--- src/rtl/bas_pkg.sv ---
package bas_pkg;

  typedef enum logic [1:0] {
    ACK_ZERO = 2'd0,
    ACK_PRE  = 2'd1,
    ACK_POST = 2'd2,
    ACK_DONE = 2'd3
  } ack_mode_e;

  typedef enum logic [2:0] {
    ST_IDLE,
    ST_ADDR,
    ST_SETUP,
    ST_REQ,
    ST_RSP,
    ST_HOLD
  } seq_state_e;

endpackage

--- src/rtl/bas_strobe_sync.sv ---
module bas_strobe_sync #(
  parameter int N      = 2,
  parameter int STAGES = 2
) (
  input  logic         clk,
  input  logic         rst_n,
  input  logic [N-1:0] raw_n,
  output logic [N-1:0] fall,
  output logic [N-1:0] rise
);

  for (genvar i = 0; i < N; i++) begin : g_line
    logic [STAGES:0] sh;
    always_ff @(posedge clk or negedge rst_n) begin
      if (!rst_n) sh <= '1;
      else        sh <= {sh[STAGES-1:0], raw_n[i]};
    end
    assign fall[i] =  sh[STAGES] & ~sh[STAGES-1];
    assign rise[i] = ~sh[STAGES] &  sh[STAGES-1];
  end

endmodule

--- src/rtl/bas_delay_line.sv ---
module bas_delay_line #(
  parameter int W     = 9,
  parameter int DEPTH = 2
) (
  input  logic         clk,
  input  logic         rst_n,
  input  logic [W-1:0] din,
  output logic [W-1:0] dout
);

  logic [W-1:0] stg [DEPTH];

  for (genvar k = 0; k < DEPTH; k++) begin : g_stage
    always_ff @(posedge clk or negedge rst_n) begin
      if (!rst_n)      stg[k] <= '0;
      else if (k == 0) stg[k] <= din;
      else             stg[k] <= stg[k-1];
    end
  end

  assign dout = stg[DEPTH-1];

endmodule

--- src/rtl/bas_ack_timer.sv ---
module bas_ack_timer #(
  parameter int CW = 4
) (
  input  logic          clk,
  input  logic          rst_n,
  input  logic          start,
  input  logic          clear,
  input  logic [CW-1:0] dly,
  output logic          done
);

  localparam logic [CW-1:0] CNT_MAX = '1;

  logic          run;
  logic [CW-1:0] cnt;

  always_ff @(posedge clk or negedge rst_n) begin
    if (!rst_n) begin
      run <= 1'b0;
      cnt <= '0;
    end else if (start) begin
      run <= 1'b1;
      cnt <= '0;
    end else if (clear) begin
      run <= 1'b0;
      cnt <= '0;
    end else if (run && cnt != CNT_MAX) begin
      cnt <= cnt + 1'b1;
    end
  end

  assign done = run && (cnt >= dly);

endmodule

--- src/rtl/bas_seq.sv ---
module bas_seq
  import bas_pkg::*;
#(
  parameter int AW = 8,
  parameter int DW = 16,
  parameter int CW = 4
) (
  input  logic          clk,
  input  logic          rst_n,
  input  logic          as_fall,
  input  logic          ds_fall,
  input  logic          ds_rise,
  input  logic          hit,
  input  logic [AW-1:0] addr_d,
  input  logic          rd_d,
  input  logic [DW-1:0] bus_data_in,
  input  logic [1:0]    cfg_ack_mode,
  input  logic [CW-1:0] cfg_wr_setup,
  input  logic          timer_done,
  output logic          timer_start,
  output logic          timer_clear,
  output logic          ack_n,
  output logic [DW-1:0] data_out,
  output logic          data_oe,
  output logic          mem_req_valid,
  input  logic          mem_req_ready,
  output logic          mem_req_we,
  output logic [AW-1:0] mem_req_addr,
  output logic [DW-1:0] mem_req_wdata,
  input  logic          mem_rsp_valid,
  input  logic [DW-1:0] mem_rsp_rdata
);

  seq_state_e    st;
  ack_mode_e     md;
  logic [AW-1:0] addr_q;
  logic          rd_q;
  logic [DW-1:0] wdata_q;
  logic [DW-1:0] rdata_q;
  logic          oe_q;
  logic          ack_q;
  logic          ds_up;
  logic          data_ok;
  logic [CW-1:0] cnt;
  logic          ack_set;
  logic          early;

  assign md    = ack_mode_e'(cfg_ack_mode);
  assign early = (md == ACK_PRE) || (md == ACK_POST);

  always_comb begin
    timer_start = 1'b0;
    if (md == ACK_PRE)  timer_start = (st == ST_IDLE) && as_fall && hit;
    if (md == ACK_POST) timer_start = (st == ST_ADDR) && ds_fall;
    timer_clear = ds_rise || ((st == ST_IDLE) && !timer_start);
  end

  always_comb begin
    if (early)     ack_set = timer_done;
    else if (rd_q) ack_set = (st == ST_RSP) && mem_rsp_valid;
    else           ack_set = (st == ST_REQ) && mem_req_ready;
    ack_set = ack_set && (st != ST_IDLE) && !ds_up;
  end

  always_ff @(posedge clk or negedge rst_n) begin
    if (!rst_n) begin
      st      <= ST_IDLE;
      addr_q  <= '0;
      rd_q    <= 1'b0;
      wdata_q <= '0;
      rdata_q <= '0;
      oe_q    <= 1'b0;
      ack_q   <= 1'b1;
      ds_up   <= 1'b0;
      data_ok <= 1'b0;
      cnt     <= '0;
    end else begin
      case (st)
        ST_IDLE: begin
          if (as_fall && hit) begin
            addr_q  <= addr_d;
            rd_q    <= rd_d;
            ds_up   <= 1'b0;
            data_ok <= 1'b0;
            st      <= ST_ADDR;
          end
        end
        ST_ADDR: begin
          if (ds_fall) begin
            cnt  <= '0;
            oe_q <= rd_q;
            st   <= rd_q ? ST_REQ : ST_SETUP;
          end
        end
        ST_SETUP: begin
          if (cnt == cfg_wr_setup) begin
            wdata_q <= bus_data_in;
            st      <= ST_REQ;
          end else begin
            cnt <= cnt + 1'b1;
          end
        end
        ST_REQ: begin
          if (mem_req_ready) begin
            st <= rd_q ? ST_RSP : ST_HOLD;
            if (!rd_q) data_ok <= 1'b1;
          end
        end
        ST_RSP: begin
          if (mem_rsp_valid) begin
            rdata_q <= mem_rsp_rdata;
            data_ok <= 1'b1;
            st      <= ST_HOLD;
          end
        end
        ST_HOLD: begin
          if (ds_up || ds_rise) st <= ST_IDLE;
        end
        default: st <= ST_IDLE;
      endcase

      if (ds_rise) begin
        ack_q <= 1'b1;
        oe_q  <= 1'b0;
        ds_up <= 1'b1;
      end else if (ack_set) begin
        ack_q <= 1'b0;
      end
    end
  end

  assign ack_n         = ack_q;
  assign data_out      = rdata_q;
  assign data_oe       = oe_q;
  assign mem_req_valid = (st == ST_REQ);
  assign mem_req_we    = !rd_q;
  assign mem_req_addr  = addr_q;
  assign mem_req_wdata = wdata_q;


  req_hold_chk: assert property (@(posedge clk) disable iff (!rst_n)
    mem_req_valid && !mem_req_ready |=> mem_req_valid && $stable(mem_req_addr)
      && $stable(mem_req_we) && $stable(mem_req_wdata));


  ack_release_chk: assert property (@(posedge clk) disable iff (!rst_n)
    ds_rise |=> ack_n && !data_oe);


  idle_quiet_chk: assert property (@(posedge clk) disable iff (!rst_n)
    (st == ST_IDLE) |-> ack_n && !mem_req_valid);


  oe_read_chk: assert property (@(posedge clk) disable iff (!rst_n)
    data_oe |-> rd_q);


  done_ack_chk: assert property (@(posedge clk) disable iff (!rst_n)
    $fell(ack_n) && !early |-> data_ok);


  post_after_ds_chk: assert property (@(posedge clk) disable iff (!rst_n)
    $fell(ack_n) && (md == ACK_POST) |-> (st != ST_ADDR));

endmodule

--- src/rtl/bus_ack_slave.sv ---
module bus_ack_slave #(
  parameter int AW          = 8,
  parameter int DW          = 16,
  parameter int CW          = 4,
  parameter int SEL_BITS    = 4,
  parameter int SEL_VALUE   = 10,
  parameter int SYNC_STAGES = 2
) (
  input  logic          clk,
  input  logic          rst_n,
  input  logic          bus_as_n,
  input  logic          bus_ds_n,
  input  logic          bus_rd,
  input  logic [AW-1:0] bus_addr,
  input  logic [DW-1:0] bus_data_in,
  output logic [DW-1:0] bus_data_out,
  output logic          bus_data_oe,
  output logic          bus_ack_n,
  input  logic [1:0]    cfg_ack_mode,
  input  logic [CW-1:0] cfg_early_dly,
  input  logic [CW-1:0] cfg_wr_setup,
  output logic          mem_req_valid,
  input  logic          mem_req_ready,
  output logic          mem_req_we,
  output logic [AW-1:0] mem_req_addr,
  output logic [DW-1:0] mem_req_wdata,
  input  logic          mem_rsp_valid,
  input  logic [DW-1:0] mem_rsp_rdata
);

  localparam int SIDE_W = AW + 1;
  localparam logic [SEL_BITS-1:0] SEL_KEY = SEL_BITS'(SEL_VALUE);

  logic [1:0]        fall;
  logic [1:0]        rise;
  logic [SIDE_W-1:0] side_d;
  logic              hit;
  logic              t_start;
  logic              t_clear;
  logic              t_done;

  bas_strobe_sync #(.N(2), .STAGES(SYNC_STAGES)) u_sync (
    .clk   (clk),
    .rst_n (rst_n),
    .raw_n ({bus_ds_n, bus_as_n}),
    .fall  (fall),
    .rise  (rise)
  );

  bas_delay_line #(.W(SIDE_W), .DEPTH(SYNC_STAGES)) u_side (
    .clk   (clk),
    .rst_n (rst_n),
    .din   ({bus_rd, bus_addr}),
    .dout  (side_d)
  );

  assign hit = (side_d[AW-1 -: SEL_BITS] == SEL_KEY);

  bas_ack_timer #(.CW(CW)) u_timer (
    .clk   (clk),
    .rst_n (rst_n),
    .start (t_start),
    .clear (t_clear),
    .dly   (cfg_early_dly),
    .done  (t_done)
  );

  bas_seq #(.AW(AW), .DW(DW), .CW(CW)) u_seq (
    .clk           (clk),
    .rst_n         (rst_n),
    .as_fall       (fall[0]),
    .ds_fall       (fall[1]),
    .ds_rise       (rise[1]),
    .hit           (hit),
    .addr_d        (side_d[AW-1:0]),
    .rd_d          (side_d[AW]),
    .bus_data_in   (bus_data_in),
    .cfg_ack_mode  (cfg_ack_mode),
    .cfg_wr_setup  (cfg_wr_setup),
    .timer_done    (t_done),
    .timer_start   (t_start),
    .timer_clear   (t_clear),
    .ack_n         (bus_ack_n),
    .data_out      (bus_data_out),
    .data_oe       (bus_data_oe),
    .mem_req_valid (mem_req_valid),
    .mem_req_ready (mem_req_ready),
    .mem_req_we    (mem_req_we),
    .mem_req_addr  (mem_req_addr),
    .mem_req_wdata (mem_req_wdata),
    .mem_rsp_valid (mem_rsp_valid),
    .mem_rsp_rdata (mem_rsp_rdata)
  );

endmodule

--- config.mk ---
export PLATFORM = sky130hd
export DESIGN_NAME = bus_ack_slave
export DESIGN_NICKNAME = d
export VERILOG_FILES = /design/src/rtl/bas_pkg.sv /design/src/rtl/bas_strobe_sync.sv /design/src/rtl/bas_delay_line.sv /design/src/rtl/bas_ack_timer.sv /design/src/rtl/bas_seq.sv /design/src/rtl/bus_ack_slave.sv
export SDC_FILE = /design/constraint.sdc
export NUM_CORES = 1
export LEC_CHECK = 0
export CAP_MARGIN = 20
export CORE_MARGIN = 3
export CORE_UTILIZATION = 67
export DETAILED_ROUTE_END_ITERATION = 10
export DONT_BUFFER_PORTS = 1
export PLACE_DENSITY = 0.86
export SLEW_MARGIN = 20
export SYNTH_ARGS = -nofsm -noshare
export SYNTH_HDL_FRONTEND = slang
export SYNTH_SLANG_ARGS = --single-unit
--- constraint.sdc ---
create_clock -name clk -period 4.3 [get_ports clk]
set_input_delay 0.215 -clock clk [delete_from_list [all_inputs] [get_ports clk]]
set_output_delay 0.215 -clock clk [all_outputs]
set_load 0.05 [all_outputs]
# Word level (Yosys, flattened, before mapping)
# Cells that the tools add are included.
[classes]
n_reduce_logical = 34
n_bitwise = 6
add_sub_neg = 2
eq_ne = 17
muxes = 29
order_cmp = 1
[op_table]
columns = ["op", "count"]
rows = [
  ["4-bit 2-to-1 mux", 5],
  ["3-bit 2-to-1 mux", 6],
  ["3-bit one-hot mux with 6 select lines", 1],
  ["1-bit 2-to-1 mux", 16],
  ["2-bit nonzero test", 7],
  ["1-bit logical AND", 11],
  ["2-bit AND reduction", 5],
  ["4-bit by 1-bit adder with 4-bit output (second input constant)", 2],
  ["2-bit by 1-bit != test with 1-bit output (second input constant)", 4],
  ["4-bit one-hot mux with 2 select lines", 1],
  ["3-bit by 2-bit equality test with 1-bit output (second input constant)", 2],
  ["3-bit equality test (second input constant)", 2],
  ["2-bit != test (second input constant)", 3],
  ["6-bit AND reduction", 1],
  ["3-bit nonzero test", 2],
  ["4-bit equality test", 1],
  ["4-bit equality test (second input constant)", 1],
  ["4-bit >= comparator", 1],
  ["4-bit != test (second input constant)", 1],
  ["1-bit bitwise AND", 3],
  ["3-bit by 1-bit equality test with 1-bit output (second input constant)", 1],
  ["1-bit zero test", 3],
  ["3-bit zero test", 1],
  ["1-bit logical OR", 3],
  ["4 further kinds", 6],
]
[word_totals]
inputBits = 57
register_bits = 80
out_inout_bits = 44
word_cells = 104

# Depth between registers and ports, before layout
# Gate-level depths: netlist of the first run.
[logic_depth]
ltp_word = 11
depth_mapped = 6
mapped_depth_nobuf = 6

# Hierarchy
# Synthesis of the first run repeated with hierarchy kept, for this count alone.
[hier_totals]
hier_cells = 242
area_unflattened_um2 = 3373.2
[by_module_without_submodules]
columns = ["module", "n_inst", "seq_area_each_um2", "cells_each", "area_each_um2"]
rows = [
  ["bas_seq", 1, 1277.5, 166, 2277.2],
  ["bas_delay_line", 1, 450.4, 27, 518.0],
  ["bas_ack_timer", 1, 125.1, 38, 372.9],
  ["bas_strobe_sync", 1, 157.7, 10, 192.7],
  ["bus_ack_slave", 1, 0.0, 1, 12.5],
]

# Worst setup path after synthesis of the first run
# Ideal clock, no wire load.
[synth_path]
path_kind = "register to output"
start = "register u_seq.st[0]"
end = "output port mem_req_valid"
path_stages_with_launch = 4
path_slack_ns = 2.375
n_path_buf = 1
required_ns = 4.085
arrival_time_ns = 1.710
cell_sequence = "dfrtp_1 -> buf_2 -> inv_1 -> nor3_1"
[synth_between]
elab_chain_cells = 1
[synth_lines]
columns = ["element", "line_no", "rtl"]
rows = [
  ["from (decl)", "bas_seq.sv:34", "seq_state_e st;"],
  ["from (signal assigned)", "bas_seq.sv:92", "st <= rd_q ? ST_REQ : ST_SETUP;"],
  ["from (signal assigned)", "bas_seq.sv:105", "st <= rd_q ? ST_RSP : ST_HOLD;"],
  ["3-bit by 2-bit equality test with 1-bit output", "bas_seq.sv:135", "assign mem_req_valid = (st == ST_REQ);"],
  ["to (decl)", "bus_ack_slave.sv:22", "output logic mem_req_valid,"],
]
# Every way passes these cells.

# Final worst setup path of the first run
[layout_path]
start = "register u_seq.st[2]"
end = "register u_seq.ack_q (netlist: u_seq.ack_n)"
[layout_between]
elab_chain_cells = 7
word_cells_on_any_way = 10
classes_between = "eq/ne (2); mux (2); reduce/logical (6)"
[layout_lines]
columns = ["element", "line_no", "rtl"]
rows = [
  ["3-bit by 2-bit equality test with 1-bit output or 3-bit equality test (tied branches)", "bas_seq.sv:61, bas_seq.sv:60", ""],
  ["1-bit logical AND (on tied branches)", "bas_seq.sv:61, bas_seq.sv:60", ""],
  ["1-bit 2-to-1 mux", "bas_seq.sv:60", "else if (rd_q) ack_set = (st == ST_RSP) && mem_rsp_valid;"],
  ["1-bit 2-to-1 mux", "bas_seq.sv:59", "if (early) ack_set = timer_done;"],
  ["1-bit logical AND (*) (2 in a row)", "bas_seq.sv:62", "ack_set = ack_set && (st != ST_IDLE) && !ds_up;"],
  ["2-bit nonzero test (no line) (*)", "n/a", ""],
  ["to (signal assigned)", "bas_seq.sv:73", "ack_q <= 1'b1;"],
  ["to (signal assigned)", "bas_seq.sv:123", "ack_q <= 1'b1;"],
  ["to (signal assigned)", "bas_seq.sv:127", "ack_q <= 1'b0;"],
  ["to (decl)", "bas_seq.sv:41", "logic ack_q;"],
]
# Mark *: on every way between the ends. The rest lies on a longest branch, timed or not.
# A chain may end at the register's enable or synchronous reset.

==> flow_metrics.env, run 1 <==
export IMPL_syn_nets=295
export IMPL_synth_most_common_cell="dfrtp_1"
export IMPL_die_w_um=75.31
export IMPL_period_share_pct=52.75
export IMPL_cts_resized=0
export IMPL_netlist_area_leader_share_pct=56.77
export IMPL_grt_pass1_vias=1945
export IMPL_required_ns=4.56
export IMPL_drc=0
export IMPL_finalInstanceArea_um2=3602
export IMPL_die_area_um2=5671
export IMPL_routed_wl_mm=6.565
export IMPL_pin_count=101
export IMPL_placed_area_um2=3264
export IMPL_worstSetupEndpointType="flip-flop"
export IMPL_fill_cells=233
export IMPL_ys_seq_area_share_pct=62.48
export IMPL_critPathBufInv=0
export IMPL_outcome="finished, final reports clean"
export IMPL_cts_root_buf="clkbuf_8"
export IMPL_fp_dieH_um=75.31
export IMPL_final_max_slew_viol_count=0
export IMPL_clkTransAtPathRegs_ns=0.08
export IMPL_worst_pin_slew_ns=1.040
export IMPL_fp_row_count=24
export IMPL_nNetsFinal=313
export IMPL_hp_class="primary input to flip-flop"
export IMPL_grt_pass1_wl_mm=9.867
export IMPL_synthCells=228
export IMPL_p_total_mw=2.744
export IMPL_clock_skew_ns=0.01025
export IMPL_insertion_delay_ns=0.32
export IMPL_fin_tns_setup_ns=0
export IMPL_yosys_warnings=0
export IMPL_dp_hpwl_mm=3.934
export IMPL_synth_common_cells="dfrtp_1, mux2_2, inv_1"
export IMPL_crit_fanout=17
export IMPL_period_needed_ns=2.268
export IMPL_slowest_stage="nor4bb_4"
export IMPL_cts_tree="done"
export IMPL_area_delta_synth_final_pct=11.94
export IMPL_final_core_utilization_pct=79.97
export IMPL_yosysTopAreaCell="dfrtp_1"
export IMPL_synthTopCellsByArea="dfrtp_1, mux2_2, dfstp_2, mux2_4, ha_1"
export IMPL_yosysUniqueCellTypes=41
export IMPL_crit_chain="nor4bb_4 -> mux2_2 -> a31oi_1 -> o32a_1"
export IMPL_postCtsSetupRepairBufs=0
export IMPL_clockBufferDepth=2
export IMPL_wire_per_inst_um=21.67
export IMPL_rsz0062_at_grt="false"
export IMPL_antenna_left=0
export IMPL_cts_max_level=3
export IMPL_critPathMaxStageDelay_ns=1.00
export IMPL_ys_ff_latch=80
export IMPL_firstDrtPassIters=4
export IMPL_place_congestion=0.7831
export IMPL_fin_hold_ws_ns=0.02554
export IMPL_io_buffers=0
export IMPL_pwr_density_cell_nw_per_um2=761.9
export IMPL_core_um2=4504
export IMPL_clkSinkCount=80
export IMPL_max_vdd_ir_drop_uv=760.8
export IMPL_p_leak_nw=1.730
export IMPL_grt_use_total_pct=24.34
export IMPL_start_util_pct=71.44
export IMPL_relSlewSlack_pct=30.56
export IMPL_overflow=0
export IMPL_drv_cap=0
export IMPL_r2r_slack_ns=2.03
export IMPL_synth_edf_count=0
export IMPL_fmax_mhz=440.9
export IMPL_synth_avg_cell_area_um2=14.11
export IMPL_antenna_found_initial=0
export IMPL_drive_gt1_share_pct=27.49
export IMPL_critPathLaunchType="flip-flop"
export IMPL_cts_made_buffers=9
export IMPL_diodes=0
export IMPL_async_reset_ff_share_pct=100.0
export IMPL_hold_viol=0
export IMPL_grt_max_degree=81
export IMPL_setup_violations_final=0
export IMPL_via_count=1815
export IMPL_synth_flop_cell="dfrtp_1"
export IMPL_synth_area_um2=3218
export IMPL_cpLargestDelayFamily="simple AND/OR/NAND/NOR gates"
export IMPL_viasPerCell=5.990
export IMPL_crit_arrival_ns=2.52
export IMPL_drt_iter0_drc=81
export IMPL_critical_path_class="flip-flop to flip-flop"
## cells in the final DEF, fill, tap and decap left out, types with 2 or more instances in the layout
| cell | count |
|---|---|
| mux2_4 | 10 |
| nor2_1 | 7 |
| nor3b_1 | 2 |
| xor2_1 | 6 |
| clkinv_2 | 3 |
| o21ai_0 | 5 |
| a31o_2 | 2 |
| a21oi_1 | 4 |
| clkbuf_8 | 10 |
| dfrtp_1 | 73 |
| dlygate4sd3_1 | 12 |
| nand3_1 | 8 |
| ha_1 | 10 |
| nor3_1 | 2 |
| a31oi_1 | 3 |
| o31ai_1 | 2 |
| o211ai_1 | 2 |
| mux2_2 | 28 |
| a21o_1 | 3 |
| inv_1 | 16 |
| clkbuf_1 | 2 |
| dfstp_2 | 7 |
| and2_1 | 2 |
| nand2b_1 | 3 |
| nand2_1 | 7 |
## where the power goes
| group | total (mW) | internal [mW] | switching, mW | leakage, nW |
|---|---|---|---|---|
| clock network | 0.532 | 0.282 | 0.250 | 0.100 |
| logic | 0.490 | 0.266 | 0.224 | 0.634 |
| registers | 1.72 | 0.949 | 0.774 | 0.995 |
## worst paths after layout
path                                     start                      to  cells past startpoint
worst max-delay path               u_seq.st[2]             u_seq.ack_n                      4
worst min-delay path             mem_req_ready             u_seq.st[1]                      1
worst max register to register     u_seq.st[2]             u_seq.ack_n                      4
worst min register to register  u_side.stg[16]          u_side.dout[7]                      0
max in group asynchronous                rst_n  u_sync.g_line[1].sh[0]                      2
min in group asynchronous                rst_n          u_timer.cnt[0]                      2
## sequential cells by signal, indices dropped and copies added (netlist names)
name and count:
u_timer.cnt 4, u_timer.run 1, u_seq.st 3, u_side.stg 9, u_sync.g_line.sh 6, u_seq.data_out 16
u_seq.mem_req_addr 8, u_seq.cnt 4, u_seq.data_oe 1, u_side.dout 9, u_seq.rd_q 1, u_seq.ds_up 1
u_seq.ack_n 1, u_seq.mem_req_wdata 16
## layer usage
layer,routed length (um),global-route usage [%],share of wire (%)
met1,2490,28.73,38
met2,3569,42.57,54
met3,414,6.332,6.3
met4,92,9.709,1.4
met5,0,0,0
## layout make-up
class | count | area, um2 | area share, %
sequential | 80 | 2011 | 55.82
clock inverter | 4 | 45.04 | 1.250
multi-input combinational | 125 | 1121 | 31.12
tap | 52 | 65.06 | 1.806
inverter | 16 | 60.06 | 1.667
timing repair buffer | 14 | 155.1 | 4.307
clock buffer | 12 | 145.1 | 4.029
## worst register-to-register path, delay by kind of cell (launching register included)
family / cells / cell delay [ns]
and+or+nand+nor: 1 / 1.00
DFF: 1 / 0.58
AOI/OAI and AO/OA: 2 / 0.31
muxes: 1 / 0.31
## cell families (layout without fill, tap and decap cells)
logic type	Yosys count	count (layout)	share of synthesized area, %
fa+ha+maj	10	10	3.888
xor+xnor	7	7	1.905
compound gates	27	27	5.988
flops	80	80	62.48
buf+inv	23	46	3.149
simple gates	43	43	8.127
mux	38	38	14.46
## stage by stage
step	cells	setup slack, ns
after global routing	303	1.845
after floorplan	228	2.375
after global placement	274	2.108
after detailed placement	274	2.068
after CTS	303	2.051
final	303	2.032
## what timing repair did
action                                  in CTS  in global routing
hold endpoints to repair                    91                  0
hold buffers                                13                  0
endpoints found under the setup margin       0                  0
Power figures use the tool's default switching activity.
==> run 2, diff against run 1 <==
CORE_UTILIZATION = 56   (was 67)
PLACE_DENSITY = 0.77   (was 0.86)
clock period = 1.9 ns   (was 4.3 ns; I/O delays follow)
==> run 2 against run 1 <==
Net effect:
- the flow now finishes with violations (hold timing)
- register-to-register slack got worse by 1.9 ns
- combinational power increased by 140%
- critical path depth unchanged
- non-clock buffer count increased by 37
- die area increased by 18%
- first-iteration DRC count increased by 14%
- global-route usage decreased by 4.4 points
- critical endpoint is now u_seq.mem_req_wdata[11]
==> flow_metrics.env, run 2 (same netlist as run 1, synthesis figures left out) <==
export IMPL_clockBufferDepth=2
export IMPL_overflow=0
export IMPL_worst_pin_slew_ns=0.7161
export IMPL_crit_fanout=16
export IMPL_area_delta_synth_final_pct=24.53
export IMPL_layout_commonest_cell="dfrtp_1"
export IMPL_drc=0
export IMPL_grt_max_degree=81
export IMPL_crit_arrival_ns=2.02
export IMPL_postCtsSetupRepairBufs=0
export IMPL_period_share_pct=94.10
export IMPL_critPathBufInv=0
export IMPL_crit_chain="xor2_1 -> nor4_2 -> nand2_2 -> mux2_4"
export IMPL_hp_class="primary input to async pin"
export IMPL_nNetsFinal=350
export IMPL_drv_cap=0
export IMPL_fmax_mhz=559.3
export IMPL_drive_gt1_share_pct=26.74
export IMPL_switching_share_pct=43.83
export IMPL_core_um2=5335
export IMPL_cts_tree="done"
export IMPL_critical_path_class="flip-flop to flip-flop"
export IMPL_start_util_pct=60.32
export IMPL_rsz0062_at_grt="false"
export IMPL_firstDrtPassIters=4
export IMPL_slowest_stage="dfrtp_1"
export IMPL_insertion_delay_ns=0.35
export IMPL_fill_cells=368
export IMPL_drt_iter0_drc=92
export IMPL_clock_skew_ns=0.004442
export IMPL_cts_resized=0
export IMPL_r2r_end="u_seq.mem_req_wdata[11]"
export IMPL_multiInputGateArea_um2=1126
export IMPL_cpLargestDelayFamily="simple AND/OR/NAND/NOR gates"
export IMPL_pwr_density_cell_nw_per_um2=1600
export IMPL_hold_viol=80
export IMPL_cts_made_buffers=9
export IMPL_fp_row_count=26
export IMPL_rr_startpoint="u_seq.cnt[2]"
export IMPL_final_cell_mix="dfrtp_1, dlygate4sd3_1, mux2_2"
export IMPL_grt_pass1_wl_mm=9.811
export IMPL_ff_latch_area_um2=2011
export IMPL_fin_tns_setup_ns=0
export IMPL_die_w_um=81.81
export IMPL_fp_dieH_um=81.81
export IMPL_reg2reg_depth=4
export IMPL_setup_violations_final=0
export IMPL_critPathLaunchType="flip-flop"
export IMPL_period_needed_ns=1.788
export IMPL_grt_pass1_vias=2005
export IMPL_violations="hold timing"
export IMPL_wire_per_inst_um=17.03
export IMPL_routed_wl_mm=6.098
export IMPL_fin_hold_ws_ns=-0.5647
export IMPL_die_area_um2=6692
export IMPL_pin_count=101
export IMPL_p_int_mw=3.602
export IMPL_relSlewSlack_pct=51.74
export IMPL_switching_power_mw=2.811
export IMPL_dp_hpwl_mm=3.963
export IMPL_critPathMaxStageDelay_ns=0.42
export IMPL_via_count=1945
export IMPL_viasPerCell=5.433
export IMPL_r2r_slack_ns=0.11
export IMPL_p_comb_share_pct=18.4
export IMPL_place_congestion=0.8646
export IMPL_grt_use_total_pct=19.93
export IMPL_p_leak_nw=1.888
export IMPL_io_buffers=0
export IMPL_outcome="finished with violations"
export IMPL_pwr_share_clk_pct=21.6
export IMPL_p_seq_share_pct=60.0
export IMPL_diodes=0
export IMPL_cts_max_level=3
export IMPL_antenna_found_initial=0
export IMPL_required_ns=2.13
export IMPL_clkSinkCount=80
export IMPL_antenna_left=0
export IMPL_worstSetupEndpointType="flip-flop"
export IMPL_clkTransAtPathRegs_ns=0.08
export IMPL_max_vdd_ir_drop_uv=1311
export IMPL_final_max_slew_viol_count=0
export IMPL_cts_root_buf="clkbuf_8"
export IMPL_cts_hold_buffers=44
-- run 2: cell types whose count changed in the layout (fill, tap and decap cells not counted), sizes merged --
cell	change
clkinvlp	+2
dlygate4sd3	+32
clkinv	-1
clkbuf	-2
buf	+5
bufinv	+1
-- run 2: metrics by stage --
step,total power [mW],cell area [um2],instances,setup WS (ns),util [%]
2_1_floorplan,4.677,3218,228,0.09521,-
4_1_cts,6.446,4008,358,0.09436,75.12
3_5_place_dp,4.988,3337,298,0.1287,62.55
3_3_place_gp,4.923,3337,298,0.1901,62.55
5_1_grt,6.715,4008,358,0.02190,75.12
6_report,6.413,4008,358,0.1121,75.12
-- run 2: power groups by stage --
| stage | combinational, mW | clock, mW | sequential (mW) |
|---|---|---|---|
| floorplan | 0.962 | 0 | 3.72 |
| global placement | 1.05 | 0 | 3.87 |
| detailed placement | 1.10 | 0 | 3.89 |
| CTS | 1.18 | 1.41 | 3.86 |
| global route | 1.31 | 1.49 | 3.91 |
| finish | 1.18 | 1.39 | 3.85 |
-- run 2: per-layer routing --
metal | GRT usage [%] | vias to the layer above | wire length [um]
li1 | - | 905 | -
met1 | 25.24 | 960 | 2518
met2 | 31.02 | 70 | 3049
met3 | 6.250 | 10 | 436
met4 | 9.967 | 0 | 93
met5 | 0 | - | 0
-- run 2: cell type report --
cell class | count | area share [%]
Sequential cell | 80 | 50.17
Multi-Input combinational cell | 125 | 28.10
Timing Repair Buffer | 51 | 12.30
Clock buffer | 10 | 3.434
Clock inverter | 6 | 2.310
Tap cell | 70 | 2.185
Inverter | 16 | 1.499
-- run 2: how the worst max path moves through the flow --
stage	end	cells past startpoint	startpoint	slack (ns)
6_report	u_seq.mem_req_wdata[11]	4	u_seq.cnt[2]	0.11
5_1_grt	u_seq.mem_req_wdata[11]	4	u_seq.cnt[2]	0.02
4_1_cts	u_seq.mem_req_wdata[11]	4	u_seq.cnt[2]	0.09
3_5_place_dp	u_seq.mem_req_wdata[11]	4	u_seq.cnt[2]	0.13
3_3_place_gp	u_seq.mem_req_wdata[10]	4	u_seq.cnt[2]	0.19
2_1_floorplan	mem_req_valid	3	u_seq.st[0]	0.1
